<file path="config.mk">
export PLATFORM = sky130hd
export DESIGN_NAME = interval_timer_bank
export DESIGN_NICKNAME = d
export VERILOG_FILES = /design/src/rtl/itmr_pkg.sv /design/src/rtl/itmr_ctrl.sv /design/src/rtl/itmr_datapath.sv /design/src/rtl/interval_timer_bank.sv
export SDC_FILE = /design/constraint.sdc
export NUM_CORES = 1
export LEC_CHECK = 0
export ABC_AREA = 1
export BUFFER_PORTS_ARGS = -buffer_cell sky130_fd_sc_hd__buf_2
export CORE_MARGIN = 1
export CORE_UTILIZATION = 50
export CTS_CLUSTER_SIZE = 30
export DETAILED_ROUTE_END_ITERATION = 10
export PLACE_DENSITY = 0.67
export SKIP_LAST_GASP = 1
export SLEW_MARGIN = 20
export SYNTH_ARGS = -nofsm -noshare
export SYNTH_HDL_FRONTEND = slang
export SYNTH_SLANG_ARGS = --single-unit
export TNS_END_PERCENT = 10
</file>
<file path="constraint.sdc">
create_clock -name clk -period 4.7 [get_ports clk]
set_clock_uncertainty 0.15 [all_clocks]
set_input_delay 0.94 -clock clk [delete_from_list [all_inputs] [get_ports clk]]
set_output_delay 0.94 -clock clk [all_outputs]
set_load 0.01 [all_outputs]
</file>
<file path="src/rtl/itmr_pkg.sv">
package itmr_pkg;

  // Word offsets inside one channel's 16-byte window
  localparam logic [1:0] REG_IVAL  = 2'd0;
  localparam logic [1:0] REG_TIMER = 2'd1;
  localparam logic [1:0] REG_CTRL  = 2'd2;
  localparam logic [1:0] REG_STAT  = 2'd3;

  // Word addresses (byte address >> 2) of the shared registers
  localparam logic [5:0] WA_MODECFG = 6'h3C;
  localparam logic [5:0] WA_IDLE    = 6'h3D;
  localparam logic [5:0] WA_FLAGS   = 6'h3E;

  typedef enum logic [1:0] {
    MODE_REPEAT  = 2'd0,
    MODE_ONESHOT = 2'd1,
    MODE_RSV2    = 2'd2,
    MODE_RSV3    = 2'd3
  } tmrMode_t;

  // Per-channel strobes from the bus decoder to the counters
  typedef struct packed {
    logic wrIval;
    logic loadNow;
    logic wrCtrl;
    logic clrFlag;
  } chStrobe_t;

endpackage

</file>
<file path="src/rtl/itmr_ctrl.sv">
module itmr_ctrl
  import itmr_pkg::*;
#(
  parameter int NUM_CH = 4,
  parameter int IVAL_W = 31
) (
  input  logic [7:0]                          busAddr,
  input  logic                                busWe,
  input  logic [31:0]                         busWdata,
  input  logic [NUM_CH-1:0][IVAL_W-1:0]       chCount,
  input  logic [NUM_CH-1:0][IVAL_W-1:0]       chIval,
  input  logic [NUM_CH-1:0]                   chFlag,
  input  logic [NUM_CH-1:0]                   chIen,
  input  logic [NUM_CH-1:0][1:0]              chMode,
  output chStrobe_t [NUM_CH-1:0]              strobes,
  output logic [IVAL_W-1:0]                   wrVal,
  output logic [31:0]                         busRdata,
  output logic                                irqOut
);

  localparam int CH_W   = $clog2(NUM_CH);
  localparam int IDLE_W = 4;

  logic [5:0]        wordAddr;
  logic [1:0]        wordSel;
  logic [CH_W-1:0]   chIdx;
  logic              inChRegion;
  logic              flagsWrite;
  logic [IDLE_W-1:0] idleIdx;
  logic [1:0]        unusedAddrBits;

  assign wordAddr       = busAddr[7:2];
  assign wordSel        = busAddr[3:2];
  assign chIdx          = busAddr[4 +: CH_W];
  assign inChRegion     = wordAddr < 6'(NUM_CH * 4);
  assign flagsWrite     = busWe && (wordAddr == WA_FLAGS);
  assign wrVal          = busWdata[IVAL_W-1:0];
  assign unusedAddrBits = busAddr[1:0];

  // Write decode: one strobe set per channel
  for (genvar c = 0; c < NUM_CH; c++) begin : g_dec
    logic chHit;
    assign chHit = busWe && inChRegion && (chIdx == CH_W'(c));
    assign strobes[c].wrIval  = chHit && (wordSel == REG_IVAL);
    assign strobes[c].loadNow = busWdata[31];
    assign strobes[c].wrCtrl  = chHit && (wordSel == REG_CTRL);
    assign strobes[c].clrFlag = (chHit && (wordSel == REG_STAT) && busWdata[0])
                              || (flagsWrite && busWdata[c]);
  end

  // Lowest idle channel, NUM_CH when none is idle
  always_comb begin
    idleIdx = IDLE_W'(NUM_CH);
    for (int i = NUM_CH - 1; i >= 0; i--) begin
      if (chCount[i] == '0) idleIdx = IDLE_W'(i);
    end
  end

  // Read mux
  always_comb begin
    busRdata = '0;
    if (inChRegion) begin
      case (wordSel)
        REG_IVAL:  busRdata = 32'(chIval[chIdx]);
        REG_TIMER: busRdata = 32'(chCount[chIdx]);
        REG_CTRL:  busRdata = {29'b0, chMode[chIdx], chIen[chIdx]};
        default:   busRdata = {30'b0, chCount[chIdx] != '0, chFlag[chIdx]};
      endcase
    end else if (wordAddr == WA_IDLE) begin
      busRdata = {24'b0, idleIdx, 4'b0};
    end else if (wordAddr == WA_FLAGS) begin
      busRdata = 32'(chFlag);
    end else if (wordAddr == WA_MODECFG) begin
      busRdata = '0;
    end
  end

  assign irqOut = |(chFlag & chIen);

endmodule

</file>
<file path="src/rtl/itmr_datapath.sv">
module itmr_datapath
  import itmr_pkg::*;
#(
  parameter int NUM_CH = 4,
  parameter int IVAL_W = 31
) (
  input  logic                          clk,
  input  logic                          rstN,
  input  chStrobe_t [NUM_CH-1:0]        strobes,
  input  logic [IVAL_W-1:0]             wrVal,
  output logic [NUM_CH-1:0][IVAL_W-1:0] chCount,
  output logic [NUM_CH-1:0][IVAL_W-1:0] chIval,
  output logic [NUM_CH-1:0]             chFlag,
  output logic [NUM_CH-1:0]             chIen,
  output logic [NUM_CH-1:0][1:0]        chMode
);

  for (genvar c = 0; c < NUM_CH; c++) begin : g_ch
    logic [IVAL_W-1:0] cnt;
    logic [IVAL_W-1:0] ival;
    logic              flag;
    logic              ien;
    tmrMode_t          mode;
    logic              expire;
    logic              oneShot;
    logic              takeNew;

    assign expire  = (cnt == IVAL_W'(1));
    assign oneShot = (mode == MODE_ONESHOT);
    assign takeNew = strobes[c].wrIval && (strobes[c].loadNow || cnt == '0);

    always_ff @(posedge clk or negedge rstN) begin
      if (!rstN) begin
        cnt  <= '0;
        ival <= '0;
        flag <= 1'b0;
        ien  <= 1'b0;
        mode <= MODE_REPEAT;
      end else begin
        if (takeNew)           cnt <= wrVal;
        else if (expire)       cnt <= oneShot ? '0 : ival;
        else if (cnt != '0)    cnt <= cnt - IVAL_W'(1);

        if (strobes[c].wrIval) ival <= wrVal;

        if (expire)                  flag <= 1'b1;
        else if (strobes[c].clrFlag) flag <= 1'b0;

        if (strobes[c].wrCtrl) begin
          ien  <= wrVal[0];
          mode <= tmrMode_t'(wrVal[2:1]);
        end
      end
    end

    assign chCount[c] = cnt;
    assign chIval[c]  = ival;
    assign chFlag[c]  = flag;
    assign chIen[c]   = ien;
    assign chMode[c]  = mode;
  end

endmodule

</file>
<file path="src/rtl/interval_timer_bank.sv">
module interval_timer_bank
  import itmr_pkg::*;
#(
  parameter int NUM_CH = 4,
  parameter int IVAL_W = 31
) (
  input  logic        clk,
  input  logic        rstN,
  input  logic [7:0]  busAddr,
  input  logic        busWe,
  input  logic [31:0] busWdata,
  output logic [31:0] busRdata,
  output logic        irqOut
);

  chStrobe_t [NUM_CH-1:0]        strobes;
  logic [IVAL_W-1:0]             wrVal;
  logic [NUM_CH-1:0][IVAL_W-1:0] chCount;
  logic [NUM_CH-1:0][IVAL_W-1:0] chIval;
  logic [NUM_CH-1:0]             chFlag;
  logic [NUM_CH-1:0]             chIen;
  logic [NUM_CH-1:0][1:0]        chMode;

  itmr_ctrl #(.NUM_CH(NUM_CH), .IVAL_W(IVAL_W)) u_ctrl (
    .busAddr  (busAddr),
    .busWe    (busWe),
    .busWdata (busWdata),
    .chCount  (chCount),
    .chIval   (chIval),
    .chFlag   (chFlag),
    .chIen    (chIen),
    .chMode   (chMode),
    .strobes  (strobes),
    .wrVal    (wrVal),
    .busRdata (busRdata),
    .irqOut   (irqOut)
  );

  itmr_datapath #(.NUM_CH(NUM_CH), .IVAL_W(IVAL_W)) u_dp (
    .clk     (clk),
    .rstN    (rstN),
    .strobes (strobes),
    .wrVal   (wrVal),
    .chCount (chCount),
    .chIval  (chIval),
    .chFlag  (chFlag),
    .chIen   (chIen),
    .chMode  (chMode)
  );

endmodule

</file>
Yosys cells after proc, flatten, opt, wreduce, memory -nomap -nowiden
Index checks and enable logic that the tools add are counted.

operators by class
  $add $sub $neg = 4
  order comparisons = 2
  equal/unequal tests = 16
  muxes and demuxes = 42
  bitwise gates (word level) = 1
  reduce and logical (&&, ||, !) cells = 58

operators by type and width
  operator                                                                count
  31-bit two-way mux                                                      18
  31-bit nonzero test                                                     5
  31-bit binary-select mux with 2-bit select                              2
  31-bit by 1-bit equality test with 1-bit output, second input constant  4
  31-bit zero test                                                        4
  31-bit by 1-bit subtractor with 31-bit output, second input constant    4
  31-bit case mux with 3 select lines                                     1
  32-bit two-way mux                                                      2
  1-bit logical AND                                                       30
  2-bit by 1-bit equality test with 1-bit output, second input constant   6
  6-bit equality test, second input constant                              2
  3-bit two-way mux                                                       4
  3-bit nonzero test                                                      4
  1-bit two-way mux                                                       10
  2-bit equality test, second input constant                              4
  1-bit logical OR                                                        8
  2-bit nonzero test                                                      4
  6-bit by 5-bit < comparator with 1-bit output, second input constant    1
  4-bit AND                                                               1
  1-bit binary-select mux with 2-bit select                               2
  2-bit binary-select mux with 2-bit select                               1
  2-bit zero test                                                         2
  4-bit two-way mux                                                       1
  4-bit OR reduction                                                      1
  2 further kinds                                                         2

word-level totals
  flip-flop bits (word level) = 264
  input port bits = 43
  output and inout port bits = 33
  logic and storage cells = 143

Longest topological paths before layout
Gate-level depths: netlist of run 1.

  depth after elaboration = 8
  depth in mapped cells = 14
  gate-level depth less buffers = 12

By module
A second synthesis of run 1 with hierarchy kept.

unflattened totals
  cell total of the unflattened synthesis = 3134
  area total of the unflattened synthesis = 19657.6 um^2

modules (own cells, without submodules)
  module         instances  cells an instance  area each (um^2)  seq. area each (um^2)
  itmr_datapath  1          2441               16329.4           6606.3
  itmr_ctrl      1          693                3328.2            0.0

Least setup slack after synthesis of run 1
OpenSTA, ideal clock, no wires.

  kind = input-to-output
  from = input port busAddr[5]
  to = output port busRdata[1]
  arrival time = 2110 ps
  data required time = 3610 ps
  slack = 1500 ps
  stages = 13
  path buffers = 3
  cell sequence = buf_4 buf_2 buf_2 nand3_1 nand2_1 nor2_1 nand2_1 nor2_1 nand2_1 nor2_1 nand2_1 nand2_1 nand2_1

between the ends
  word-level cells in the longest chain between the ends = 5
  elaborated cells between the ends (all ways) = 14
  those cells by class = order compare (1); eq/ne (2); mux (10); reduce/logical (1)

RTL lines
  element                                     line                              RTL
  start: declaration                          interval_timer_bank.sv:9          input logic [7:0] busAddr,
  31-bit binary-select mux with 2-bit select  itmr_ctrl.sv:65, itmr_ctrl.sv:67
  31-bit two-way mux (implied by the code)    itmr_ctrl.sv:65, itmr_ctrl.sv:67
  31-bit nonzero test                         itmr_ctrl.sv:67                   default: busRdata = {30'b0, chCount[chIdx] != '0, chFlag[chIdx]};
  31-bit case mux with 3 select lines         itmr_ctrl.sv:63                   case (wordSel)
  32-bit two-way mux *                        itmr_ctrl.sv:62                   if (inChRegion) begin
  end: declaration                            interval_timer_bank.sv:12         output logic [31:0] busRdata,

Every way passes the cells marked *; elsewhere a longest branch is shown, timed or not. The select of a mux whose other input is x is not followed.

Worst setup path after layout of run 1
  from = input port busAddr[4]
  to = output port busRdata[29]

between the ends
  word-level cells in the longest chain between the ends = 4
  elaborated cells between the ends (all ways) = 7
  those cells by class = order compare (1); mux (6)

RTL lines
  element                                                        line
  31-bit binary-select mux with 2-bit select (on tied branches)  itmr_ctrl.sv:65, itmr_ctrl.sv:64
  31-bit two-way mux (on tied branches)                          itmr_ctrl.sv:65, itmr_ctrl.sv:64
  31-bit case mux with 3 select lines                            itmr_ctrl.sv:63
  32-bit two-way mux *                                           itmr_ctrl.sv:62

Marked as above.

==> flow_summary.toml, run 1 <==
[yosys]
synth_most_common_cell = "nand2_1"
synth_fa_ha_area_share_pct = 0.533
synth_top_area_share_pct = 35.2
ys_seq_elements = 264
synth_edf_count = 0
synth_fp_nets = 2945
synthTopCellsByCount = "824 x nand2_1, 550 x nor2_1, 288 x nand3_1"
syn_area_sq_um = 18800
synth_compound_area_share_pct = 13.3
synth_warnings = 0
ys_async_sr_fraction_pct = 100
synthMuxAreaShare_pct = 0
synth_flop_cell = "dfrtp_1"
synth_area_leader_cell = "dfrtp_1"
synthDistinctLibCells = 49
synthSimpleGateAreaFrac_pct = 40.7
synth-seq-area-share_pct = 35.2
syn_area_per_cell_sq_um = 6.49
synth_top_family_by_area = "simple AND/OR/NAND/NOR gates"
yosys.area_share.xor_xnor_pct = 1.87
synth_area_leaders = "dfrtp_1 35%, nand2_1 16%, nor2_1 11%, nand3_1 7.7%, o21ai_0 5.7%"
syn-instance-count = 2894

[power]
power.share.switching_pct = 37.8
p_per_area_nw_per_um2 = 397
seqPwrFrac_pct = 41.3
combinationalPowerShare_pct = 25.3
p_sw_mw = 3.07
vdd_ir_drop_max_mv = 0.315
clkPwrFrac_pct = 33.4
intPower_mw = 5.05
finalPower_mw = 8.12
leakagePower_nw = 10.0

[global_route]
grt_max_degree = 102
overflow = 0
grt_usage_pct = 41.6
grt_pass1_vias = 18700
antenna_found_initial = 1
grt_first_pass_wirelength_mm = 117

[placement]
routabilityCongestion = 1.07
hpwlAfterDp_mm = 60.8
portBuffers = 72

[timing]
max-slew-margin-rel_pct = 27.1
min_period_ps = 4220
fin_crit_sh_pct = 89.7
hold_viol = 0
rsz0062_at_grt = "false"
worst_pin_slew_ps = 1090
drv_slew = 0
setup_tns_ps = 0
finalSetupViolations = 0
fmax_mhz = 237

[worst_setup_path]
worstSetupPathType = "in2out"
worstPathArrival_ps = 3130
crit_chain = "buf_2 > inv_2 > nand2_2 > inv_1 > buf_4 > buf_4 > a22o_1 > o21ai_0 > a21oi_1 > buf_2"
path_max_fanout = 21
cp_slowest_cell = "inv_2"
crit_path_start_kind = "input port"
max_stage_delay_ps = 440
end_kind = "primary output"
crit_required_ps = 3610

[detailed_routing]
drt-total-wl_mm = 79.2
drc = 0
vias = 20300
wl_per_cell_um = 23.3
drtAntennaViolNets = 0
drtIter0Drc = 2537
vias_per_cell = 5.98
firstDrtPassIters = 6

[cts]
clk_pin_slew_ps = 60
cts-hold-fix-buffers = 0
cts.sinks = 264
cts-htree-levels = 2
clk_path_buf_depth = 3
cts_tree = "done"
cts_buffers = 34
cts-resized-gates = 0
root_buffer = "clkbuf_16"
post_cts_buffers = 0
clock_latency_ps = 560

[cells_and_area]
fin_util_pct = 55.6
multi_input_area_sq_um = 10600
fill_cells = 3698
drive_above_1_share_pct = 9.92
regArea_sq_um = 6610
finalNetCount = 2962
n_antenna_cell = 0
area_growth_pct = 8.97

[die]
rows = 70
ios = 76
die_height_um = 196
start_util_pct = 51.1
coreArea_sq_um = 36800
die_w_um = 196
design.die.area_sq_um = 38300

[run_status]
status = "finished, final reports clean"

[min_path]
worstHoldPathType = "in2async"

[job]
cap_viol_max_count = 0
## stage by stage
stage / cells / worst slack [ps] / hold slack (ps) / area [sq um]
after detailed placement: 3343 / 573 / 323 / 19300
after global routing: 3401 / 330 / 323 / 20500
after floorplan: 2894 / 1500 / 303 / 18800
after CTS: 3401 / 563 / 292 / 20500
after global placement: 3343 / 599 / 318 / 19300
final: 3401 / 482 / 267 / 20500
## power groups by stage
stage	clock network [mW]	registers, mW	logic, mW
after floorplan	0	3.10	1.43
after global placement	0	3.36	1.95
after detailed placement	0	3.36	1.99
after CTS	2.72	3.33	2.01
after global routing	2.80	3.39	2.32
final	2.71	3.35	2.06
## final timing paths
check | from | endpoint | slack [ps] | cells after the start
worst max-delay path | busAddr[4] | busRdata[29] | 480 | 10
worst min register to register | u_dp.g_ch[1].ival[0] | u_dp.g_ch[1].ival[0] | 340 | 2
min in group clk | u_dp.g_ch[1].ival[0] | u_dp.g_ch[1].ival[0] | 340 | 2
worst max register to register | u_dp.g_ch[2].cnt[0] | u_dp.g_ch[2].cnt[25] | 1550 | 10
max in group asynchronous | rstN | u_dp.g_ch[2].ival[17] | 3140 | 2
worst min-delay path | rstN | u_dp.g_ch[2].cnt[26] | 270 | 1
## cell families after synthesis
logic type      after synthesis
compound gates              432
xor+xnor                     40
fa+ha+maj                     8
buf+inv                     349
flops                       264
other cells                   1
simple gates               1800
## layer usage
layer	GRT usage (%)	wire (um)	up-vias
met4	22.8	4640	0
met1	57.7	33600	9553
met3	7.67	7490	212
met2	61.2	33400	1192
met5	0	0	-
li1	-	-	9371
## area by class of cell
type	instances	area share [%]
repair buffers	106	3.24
well taps	468	2.86
clock buffers	48	5.07
multi-input cells	2281	51.8
clock inverters	10	0.520
inverters	224	4.19
flip-flops and latches	264	32.3
## registers in the layout, indices dropped and copies added (netlist names)
name            cells
u_dp.g_ch.cnt     124
u_dp.g_ch.ival    124
u_dp.g_ch.mode      8
u_dp.g_ch.flag      4
u_dp.g_ch.ien       4
## critical path, delay by kind of cell
family,cells,cell delay (ps)
simple gates,1,270
compound gates,3,420
buf+inv,6,1450
## layout by cell type (no fill, tap or decap), types with 7 or more instances in the layout
master / count
o21ai_0: 214
o21bai_1: 20
clkbuf_8: 7
clkinv_2: 8
o221ai_1: 9
xnor2_1: 25
nor2_4: 14
ha_1: 8
nand2_4: 7
a21oi_1: 60
inv_2: 11
nand2_2: 23
o21ai_1: 46
nand3_1: 288
dfrtp_1: 264
nand2_1: 821
nor2_1: 550
o21a_1: 12
a22oi_1: 33
nand4_1: 31
o22ai_1: 7
o21ai_2: 20
nor3_1: 11
xor2_1: 15
buf_2: 71
inv_1: 208
buf_4: 31
nor2_2: 35
clkbuf_16: 37
Power figures use the tool's default switching activity.
==> inputs of run 2 (changes only) <==
- PLACE_DENSITY: 0.67 -> 0.77
==> flow_summary.toml, run 2 (synthesis results as in run 1) <==
[run_status]
status = "finished, final reports clean"

[global_route]
grt_max_degree = 103
grt_pass1_vias = 18800
grt_first_pass_wirelength_mm = 117
antenna_found_initial = 2
grt_usage_pct = 41.2
overflow = 0

[cts]
cts-resized-gates = 0
clk_path_buf_depth = 3
clock_latency_ps = 600
cts-hold-fix-buffers = 0
root_buffer = "clkbuf_16"
cts.sinks = 264
cts_buffers = 31
post_cts_buffers = 0
clk_pin_slew_ps = 60
cts-htree-levels = 1
cts_tree = "done"

[power]
leakagePower_nw = 9.98
vdd_ir_drop_max_mv = 0.368
p_per_area_nw_per_um2 = 388
finalPower_mw = 7.89

[detailed_routing]
vias = 20200
vias_per_cell = 5.96
drtAntennaViolNets = 0
met1Wirelength_mm = 33.0
wl_per_cell_um = 23.1
drt-total-wl_mm = 78.3
top_layer_used = "met4"
met2_length_mm = 33.0
drtIter0Drc = 2289
drc = 0
route.met3.wl_mm = 6.80
firstDrtPassIters = 8

[timing]
worst_pin_slew_ps = 1090
min_period_ps = 4120
holdWs_ps = 212
setup_tns_ps = 0
fin_crit_sh_pct = 87.8
hold_viol = 0
finalSetupViolations = 0
rsz0062_at_grt = "false"
max-slew-margin-rel_pct = 27.5
fmax_mhz = 242
worst_slack_ps = 575
drv_slew = 0

[worst_setup_path]
worstPathArrival_ps = 3030
rr_worst_depth = 10
r2r_slack_ps = 1480
crit_path_start_kind = "input port"
worstSetupPathType = "in2out"
rr_endpoint = "u_dp.g_ch[2].cnt[22]"
crit_required_ps = 3610
end_kind = "primary output"
path_max_fanout = 16
rr_startpoint = "u_dp.g_ch[2].cnt[0]"

[cells_and_area]
regArea_sq_um = 6610
drive_above_1_share_pct = 9.70
layout_commonest_cell = "nand2_1"
fin_cells = 3395
fill_cells = 3700
largest_registers = "u_dp.g_ch.cnt (124), u_dp.g_ch.ival (124), u_dp.g_ch.mode (8)"
final_area_sq_um = 20300
fin_util_pct = 55.3
area_growth_pct = 8.25
n_antenna_cell = 0
multi_input_area_sq_um = 10600
finalNetCount = 2957
mostFrequentLayoutCells = "821 x nand2_1, 550 x nor2_1, 288 x nand3_1, 264 x dfrtp_1, 214 x o21ai_0"

[min_path]
worstHoldPathType = "in2async"

[die]
rows = 70
die_w_um = 196
die_height_um = 196
start_util_pct = 51.1
coreArea_sq_um = 36800
design.die.area_sq_um = 38300
ios = 76

[placement]
dpl_cell_area_sq_um = 19300
routabilityCongestion = 1.07
hpwlAfterDp_mm = 60.9
portBuffers = 72
placed_cells = 3341
place_ws_ps = 707

[job]
cap_viol_max_count = 0
-- run 2: routing by layer --
| layer | up-vias | global-route usage, % |
|---|---|---|
| met5 | - | 0 |
| met4 | 0 | 25.3 |
| met3 | 234 | 6.09 |
| met2 | 1132 | 61.3 |
| met1 | 9513 | 56.6 |
| li1 | 9363 | - |
-- run 2: critical path: stages --
cell and delay [ps]:
buf_2 240, inv_2 200, nand2_2 220, inv_1 100, buf_4 220, a22oi_1 490
o221ai_1 250, nand2_1 110, a21oi_1 70, buf_2 170
-- run 2: layout make-up --
cell class	instances	area share, %
Clock buffer	45	4.52
Inverter	224	4.22
Tap cell	468	2.88
Multi-Input combinational cell	2281	52.2
Timing Repair Buffer	104	3.13
Sequential cell	264	32.5
Clock inverter	9	0.578
-- run 2: worst max path at each step --
stage	startpoint	to	slack, ps	depth (start not counted)
2_1_floorplan	busAddr[5]	busRdata[1]	1500	13
3_3_place_gp	busAddr[4]	busRdata[2]	720	9
3_5_place_dp	busAddr[4]	busRdata[2]	710	9
4_1_cts	busAddr[4]	busRdata[2]	690	9
5_1_grt	u_dp.g_ch[0].cnt[0]	busRdata[5]	500	12
6_report	busAddr[4]	busRdata[25]	580	10
-- run 2: power by group --
group          switching, mW  internal [mW]
clock                   1.03           1.46
sequential             0.642           2.71
combinational           1.35          0.693
total                   3.02           4.86
